### src/rtl/qdc_pkg.sv
package qdc_pkg;

   typedef enum logic [2:0] {
      RA_CTRL  = 3'd0,
      RA_STAT  = 3'd1,
      RA_START = 3'd2,
      RA_LIMIT = 3'd3,
      RA_SCALE = 3'd4,
      RA_DEC   = 3'd5,
      RA_COUNT = 3'd6
   } reg_addr_e;

   typedef struct packed {
      logic up;
      logic dn;
      logic bad;
   } step_t;

endpackage

### src/rtl/qdc_sync.sv
module qdc_sync #(
   parameter int W      = 2,
   parameter int STAGES = 2
) (
   input  logic         clk,
   input  logic         rst_n,
   input  logic [W-1:0] d,
   output logic [W-1:0] q
);

   initial begin
      assert (STAGES >= 2) else $error("qdc_sync: STAGES must be at least 2");
      assert (W >= 1) else $error("qdc_sync: W must be positive");
   end

   logic [W-1:0] chain [STAGES];

   for (genvar g = 0; g < STAGES; g++) begin : g_stage
      if (g == 0) begin : g_first
         always_ff @(posedge clk or negedge rst_n) begin
            if (!rst_n) chain[0] <= '0;
            else        chain[0] <= d;
         end
      end else begin : g_next
         always_ff @(posedge clk or negedge rst_n) begin
            if (!rst_n) chain[g] <= '0;
            else        chain[g] <= chain[g-1];
         end
      end
   end

   assign q = chain[STAGES-1];

endmodule

### src/rtl/qdc_decode.sv
module qdc_decode
   import qdc_pkg::*;
(
   input  logic       clk,
   input  logic       rst_n,
   input  logic       en,
   input  logic [1:0] ab,
   output step_t      step
);

   logic [1:0] prev_q;

   // Forward successor of a {A,B} state when A leads B.
   function automatic logic [1:0] fwd(input logic [1:0] s);
      return {~s[0], s[1]};
   endfunction

   always_ff @(posedge clk or negedge rst_n) begin
      if (!rst_n) prev_q <= 2'b00;
      else        prev_q <= ab;
   end

   always_comb begin
      step = '0;
      if (en && (ab != prev_q)) begin
         if ((ab ^ prev_q) == 2'b11) step.bad = 1'b1;
         else if (ab == fwd(prev_q)) step.up  = 1'b1;
         else                         step.dn  = 1'b1;
      end
   end

   // a sample yields at most one kind of event
   a_r4_one_event: assert property (@(posedge clk) disable iff (!rst_n)
      $onehot0({step.up, step.dn, step.bad}));

   // nothing is decoded while disabled
   a_r5_quiet_when_off: assert property (@(posedge clk) disable iff (!rst_n)
      !en |-> (step == '0));

endmodule

### src/rtl/qdc_prescale.sv
module qdc_prescale #(
   parameter int PS_W = 3
) (
   input  logic            clk,
   input  logic            rst_n,
   input  logic            clr,
   input  logic            step_in,
   input  logic [PS_W-1:0] ps,
   output logic            adv
);

   localparam int ACC_W = (1 << PS_W) - 1;

   initial begin
      assert (PS_W >= 1 && PS_W <= 5) else $error("qdc_prescale: PS_W out of range");
   end

   logic [ACC_W-1:0] acc_q;
   logic [ACC_W-1:0] target;

   assign target = ACC_W'((32'd1 << ps) - 32'd1);
   assign adv    = step_in && (acc_q >= target);

   always_ff @(posedge clk or negedge rst_n) begin
      if (!rst_n)       acc_q <= '0;
      else if (clr)     acc_q <= '0;
      else if (step_in) acc_q <= adv ? '0 : acc_q + ACC_W'(1);
   end

   // a completed group re-arms the accumulator
   a_r8_adv_rearm: assert property (@(posedge clk) disable iff (!rst_n)
      adv |=> (acc_q == '0));

   // a reload clears the accumulator
   a_r9_clr_acc: assert property (@(posedge clk) disable iff (!rst_n)
      clr |=> (acc_q == '0));

endmodule

### src/rtl/quad_pos_counter.sv
module quad_pos_counter
   import qdc_pkg::*;
#(
   parameter int CNT_W       = 16,
   parameter int PS_W        = 3,
   parameter int SYNC_STAGES = 2
) (
   input  logic             clk,
   input  logic             rst_n,
   input  logic             phase_a,
   input  logic             phase_b,
   input  logic             bus_sel,
   input  logic             bus_wr,
   input  logic [2:0]       bus_addr,
   input  logic [CNT_W-1:0] bus_wdata,
   output logic [CNT_W-1:0] bus_rdata
);

   localparam logic [CNT_W-1:0] ONE = CNT_W'(1);

   initial begin
      assert (CNT_W >= 4) else $error("quad_pos_counter: CNT_W too small");
      assert (PS_W < CNT_W) else $error("quad_pos_counter: PS_W must fit in bus");
   end

   // ---------------- phase path ----------------
   logic [1:0] ab_sync;
   step_t      step;
   logic       adv;
   logic       dec_on;

   qdc_sync #(.W(2), .STAGES(SYNC_STAGES)) u_sync (
      .clk   (clk),
      .rst_n (rst_n),
      .d     ({phase_a, phase_b}),
      .q     (ab_sync)
   );

   qdc_decode u_decode (
      .clk   (clk),
      .rst_n (rst_n),
      .en    (dec_on),
      .ab    (ab_sync),
      .step  (step)
   );

   // ---------------- register state ----------------
   logic             run_q, dec_q, lock_q, err_q;
   logic [CNT_W-1:0] start_q, limit_q, count_q;
   logic [PS_W-1:0]  scale_q;

   logic wr;
   logic wr_ctrl, wr_stat, wr_start, wr_limit, wr_scale, wr_dec, wr_count;

   assign wr       = bus_sel && bus_wr;
   assign wr_ctrl  = wr && (bus_addr == RA_CTRL);
   assign wr_stat  = wr && (bus_addr == RA_STAT);
   assign wr_start = wr && (bus_addr == RA_START);
   assign wr_limit = wr && (bus_addr == RA_LIMIT);
   assign wr_scale = wr && (bus_addr == RA_SCALE);
   assign wr_dec   = wr && (bus_addr == RA_DEC);
   assign wr_count = wr && (bus_addr == RA_COUNT);

   assign dec_on = run_q && dec_q;

   qdc_prescale #(.PS_W(PS_W)) u_scale (
      .clk     (clk),
      .rst_n   (rst_n),
      .clr     (wr_count),
      .step_in (step.up || step.dn),
      .ps      (scale_q),
      .adv     (adv)
   );

   // lock: set by status bit0, released by control bit1
   always_ff @(posedge clk or negedge rst_n) begin
      if (!rst_n)                       lock_q <= 1'b1;
      else if (wr_stat && bus_wdata[0]) lock_q <= 1'b1;
      else if (wr_ctrl && bus_wdata[1]) lock_q <= 1'b0;
   end

   // guarded configuration
   always_ff @(posedge clk or negedge rst_n) begin
      if (!rst_n) begin
         run_q   <= 1'b0;
         dec_q   <= 1'b0;
         start_q <= '0;
         limit_q <= '1;
         scale_q <= '0;
      end else if (!lock_q) begin
         if (wr_ctrl)  run_q   <= bus_wdata[0];
         if (wr_dec)   dec_q   <= bus_wdata[0];
         if (wr_start) start_q <= bus_wdata;
         if (wr_limit) limit_q <= bus_wdata;
         if (wr_scale) scale_q <= bus_wdata[PS_W-1:0];
      end
   end

   // sticky phase error
   always_ff @(posedge clk or negedge rst_n) begin
      if (!rst_n)                       err_q <= 1'b0;
      else if (step.bad)                err_q <= 1'b1;
      else if (wr_stat && bus_wdata[1]) err_q <= 1'b0;
   end

   // position count with window wrap
   always_ff @(posedge clk or negedge rst_n) begin
      if (!rst_n) begin
         count_q <= '0;
      end else if (wr_count) begin
         count_q <= start_q;
      end else if (adv) begin
         if (step.up) count_q <= (count_q == limit_q) ? start_q : count_q + ONE;
         else         count_q <= (count_q == start_q) ? limit_q : count_q - ONE;
      end
   end

   // ---------------- read mux ----------------
   always_comb begin
      bus_rdata = '0;
      case (reg_addr_e'(bus_addr))
         RA_CTRL:  bus_rdata[0] = run_q;
         RA_STAT:  begin bus_rdata[0] = lock_q; bus_rdata[1] = err_q; end
         RA_START: bus_rdata = start_q;
         RA_LIMIT: bus_rdata = limit_q;
         RA_SCALE: bus_rdata[PS_W-1:0] = scale_q;
         RA_DEC:   bus_rdata[0] = dec_q;
         RA_COUNT: bus_rdata = count_q;
         default:  bus_rdata = '0;
      endcase
   end

   // ---------------- assertions ----------------
   a_r2_locked_start: assert property (@(posedge clk) disable iff (!rst_n)
      (wr_start && lock_q) |=> $stable(start_q));

   a_r2_locked_limit: assert property (@(posedge clk) disable iff (!rst_n)
      (wr_limit && lock_q) |=> $stable(limit_q));

   a_r3_relock: assert property (@(posedge clk) disable iff (!rst_n)
      (wr_stat && bus_wdata[0]) |=> lock_q);

   a_r5_idle_hold: assert property (@(posedge clk) disable iff (!rst_n)
      (!dec_on && !wr_count) |=> $stable(count_q));

   a_r6_bad_no_move: assert property (@(posedge clk) disable iff (!rst_n)
      (step.bad && !wr_count) |=> ($stable(count_q) && err_q));

   a_r7_up_wrap: assert property (@(posedge clk) disable iff (!rst_n)
      (adv && step.up && (count_q == limit_q) && !wr_count) |=> (count_q == $past(start_q)));

   a_r9_count_load: assert property (@(posedge clk) disable iff (!rst_n)
      wr_count |=> (count_q == $past(start_q)));

endmodule

### config.mk
export PLATFORM = sky130hd
export DESIGN_NAME = quad_pos_counter
export DESIGN_NICKNAME = d
export VERILOG_FILES = /design/src/rtl/qdc_pkg.sv /design/src/rtl/qdc_sync.sv /design/src/rtl/qdc_decode.sv /design/src/rtl/qdc_prescale.sv /design/src/rtl/quad_pos_counter.sv
export SDC_FILE = /design/constraint.sdc
export NUM_CORES = 1
export LEC_CHECK = 0
export BUFFER_PORTS_ARGS = -buffer_cell sky130_fd_sc_hd__buf_2
export CORE_UTILIZATION = 40
export CTS_CLUSTER_SIZE = 12
export DETAILED_ROUTE_END_ITERATION = 10
export GPL_TIMING_DRIVEN = 0
export PLACE_DENSITY = 0.66
export SYNTH_ARGS = -nofsm -noshare
export SYNTH_HDL_FRONTEND = slang
export SYNTH_SLANG_ARGS = --single-unit
### constraint.sdc
create_clock -name clk -period 5.9 [get_ports clk]
set_clock_uncertainty 0.1 [all_clocks]
set_input_delay 0.295 -clock clk [delete_from_list [all_inputs] [get_ports clk]]
set_output_delay 0.295 -clock clk [all_outputs]
set_load 0.01 [all_outputs]
==> impl_metrics.py <==
metrics = {
    "cts": {
        "cts.repair.resized": 0,
        "cts_hold_buf": 2,
        "clock_path_buffers": 2,
        "numCtsBuffers": 9,
        "clk_pin_slew_worst_paths_ns": 0.06,
        "htreeDepth": 3,
        "post_cts_buffers": 0,
        "clkLatencyLatePin_ns": 0.34,
        "cts_tree": "built",
        "cts_root_buffer": "clkbuf_16",
        "cts_num_sinks": 68,
    },
    "global_routing": {
        "grt_use_total_pct": 22.82,
        "grt_pass1_wl_mm": 22.01,
        "grt_max_degree": 69,
        "grt-ovfl-total": 0,
        "first_global_vias": 4099,
        "antenna_found_initial": 0,
    },
    "timing": {
        "fin_setup_tns_ns": 0,
        "fmax_mhz": 290.5,
        "hold_viol": 45,
        "min_period_over_period_pct": 58.35,
        "slew_headroom_pct": 32.84,
        "rsz0062_at_grt": "false",
        "final_max_slew_viol_count": 0,
        "finalSetupViolCount": 0,
        "fin_hold_ws_ns": -0.04991,
        "post-route-min-period_ns": 3.443,
        "fin_ws_ns": 2.458,
        "worstMarginPinSlew_ns": 0.9983,
    },
    "routing": {
        "drt-initial-drc-count": 575,
        "wl_mm": 13.51,
        "vias_per_cell": 6.004,
        "drc_errors": 0,
        "antenna_left": 0,
        "wl_per_cell_um": 19.36,
        "dr_total_vias": 4191,
        "firstDrtPassIters": 7,
    },
    "power_and_ir_drop": {
        "powerDensity_nw_per_um2": 411.7,
        "power.leakage_nw": 2.304,
        "vdd_drop_max_uv": 295.1,
    },
    "worst_setup_path": {
        "ff2ff_setup_slack_ns": 2.46,
        "endpoint_kind": "flip-flop",
        "rr_startpoint": "scale_q[2]",
        "arrival_ns": 3.60,
        "crit_end": "count_q[5]",
        "critical_path.max_fanout": 10,
        "cp_slowest_cell": "clkbuf_1",
        "required_ns": 6.05,
        "max_stage_delay_ns": 0.48,
        "path_class": "reg2reg",
        "cp_cell_sequence": "clkbuf_1 > or3_1 > ha_1 > nand2b_1 > a211oi_1 > o221ai_1 > a21oi_1 > clkbuf_1 > a22oi_1 > o21ai_1",
        "critPathLaunchType": "flip-flop",
        "setup.worst_path.start": "scale_q[2]",
        "worst_r2r_path_depth": 10,
        "cp_common_cell": "clkbuf_1",
        "reg2reg_to": "count_q[5]",
    },
    "final_layout": {
        "final_cell_mix": "51 x dfrtp_1, 46 x buf_2, 40 x mux2_2",
        "final_cell_count_no_fill": 698,
        "layout-drive-gt1-share_pct": 25.05,
        "diodes": 0,
        "syn2layout_area_growth_pct": 14.40,
        "finish.utilization_pct": 47.71,
        "layout_commonest_cell": "dfrtp_1",
        "fin_nets": 585,
        "fillers": 1047,
    },
    "floorplan": {
        "fp.dieArea_um2": 12500,
        "initial_core_util_pct": 41.71,
        "core_area_um2": 11560,
        "dieWidth_um": 111.8,
        "pin_count": 41,
        "die_h_um": 111.8,
        "rows": 39,
    },
    "logic_synthesis": {
        "ys_types": 60,
        "ys_ff_latch": 68,
        "synthesis.area_um2": 4823,
        "synth_nets": 534,
        "avgSynthCellArea_um2": 9.666,
        "ys_warn_count": 0,
        "yosys_most_used_dff": "dfrtp_1",
        "ys_async_sr_fraction_pct": 100.0,
        "netlist_instances": 499,
        "synth-edff-count": 0,
        "ys_seq_area_share_pct": 35.72,
    },
    "placed_design": {
        "placedCellCount": 680,
        "place.detailed.hpwl_mm": 10.04,
        "pre_cts_ws_ns": 2.553,
        "gp_congestion": 0.9705,
        "port_buffers": 38,
    },
    "hold_path": {
        "min_path_type": "in2async",
    },
    "status": {
        "status": "finished with violations",
        "violations": "negative hold slack",
    },
    "run": {
        "cap_violations": 0,
    },
}
[critical path, delay by kind of cell, from the launching register on]
kind,cells,cell delay (ns)
fa+ha+maj,1,0.27
flops,1,0.35
compound gates,5,1.43
simple gates,2,0.54
buf+inv,2,0.68
[synth_stat cells (all sizes together), types with 5 or more instances]
master | count | share of area [%]
a21oi | 9 | 0.93
dfrtp | 51 | 26
nor2 | 31 | 2.4
o21ai | 23 | 2.4
a22oi | 6 | 0.93
clkbuf | 20 | 1.6
buf | 20 | 2.8
mux2i | 20 | 4.2
nand3 | 20 | 2.1
inv | 14 | 1.1
nor3 | 12 | 1.3
o22ai | 10 | 1.3
nor4 | 11 | 2.3
and2 | 15 | 1.9
nand2 | 32 | 2.5
xor2 | 34 | 6.2
a32oi | 6 | 1.1
nand2b | 5 | 0.65
xnor2 | 32 | 5.8
ha | 10 | 2.6
dfstp | 17 | 9.3
nand4 | 14 | 1.9
mux2 | 45 | 11
[per-layer routing]
metal	GRT usage, %	share of wire, %
met1	31.46	44
met2	35.07	46
met3	2.831	6.1
met4	11.98	3.4
met5	0	0
[power by group]
| part | switching [W] | internal, W |
|---|---|---|
| Sequential | 0.000142 | 0.000610 |
| Clock | 0.000210 | 0.000340 |
| Combinational | 0.000548 | 0.000422 |
| Total | 0.000900 | 0.00137 |
[sequential cells by signal, indices dropped and copies added (netlist names), 2 cells and up]
signal,flops
count_q,16
limit_q,16
start_q,16
u_scale.acc_q,7
scale_q,3
u_decode.prev_q,2
u_sync.chain,2
u_sync.q,2
[through the flow]
step,hold slack [ns],area (um2),power (W)
finish,-0.04991,5518,0.002272
global route,0.04668,5518,0.002399
CTS,0.002716,5518,0.002256
detailed placement,0.2386,5195,0.001698
global placement,0.2329,5192,0.001663
floorplan,-0.1006,4823,0.001441
[cell type report]
| class | instances | area, um2 | area share (%) |
|---|---|---|---|
| Multi-Input combinational cell | 377 | 2838 | 51.43 |
| Buffer | 40 | 210.2 | 3.810 |
| Clock buffer | 11 | 242.7 | 4.399 |
| Clock inverter | 5 | 60.06 | 1.088 |
| Sequential cell | 68 | 1723 | 31.22 |
| Tap cell | 143 | 178.9 | 3.243 |
| Inverter | 14 | 52.55 | 0.9524 |
| Timing Repair Buffer | 40 | 212.7 | 3.855 |
[worst min path at each step]
stage                               start            endpoint  slack, ns  depth (start not counted)
after CTS                           rst_n  u_decode.prev_q[1]      0.003                          1
after global placement    u_sync.chain[2]         u_sync.q[0]       0.23                          0
final                               rst_n         u_sync.q[0]      -0.05                          1
after detailed placement  u_sync.chain[3]         u_sync.q[1]       0.24                          0
after floorplan                     rst_n          count_q[0]      -0.10                          0
after global routing                rst_n               err_q       0.05                          1
[cells by family (layout without fill, tap and decap cells)]
kind of cell | after synthesis | count (layout) | synth area share (%)
and+or+nand+nor | 151 | 151 | 16.94
xor gates and xnor gates | 66 | 66 | 11.98
adders and majority gates | 10 | 10 | 2.594
buffers and inverters | 54 | 110 | 5.447
DFF | 68 | 68 | 35.72
muxes | 66 | 66 | 15.12
AOI/OAI and AO/OA | 84 | 84 | 12.19
No activity file was read; power rests on OpenSTA's default activity.
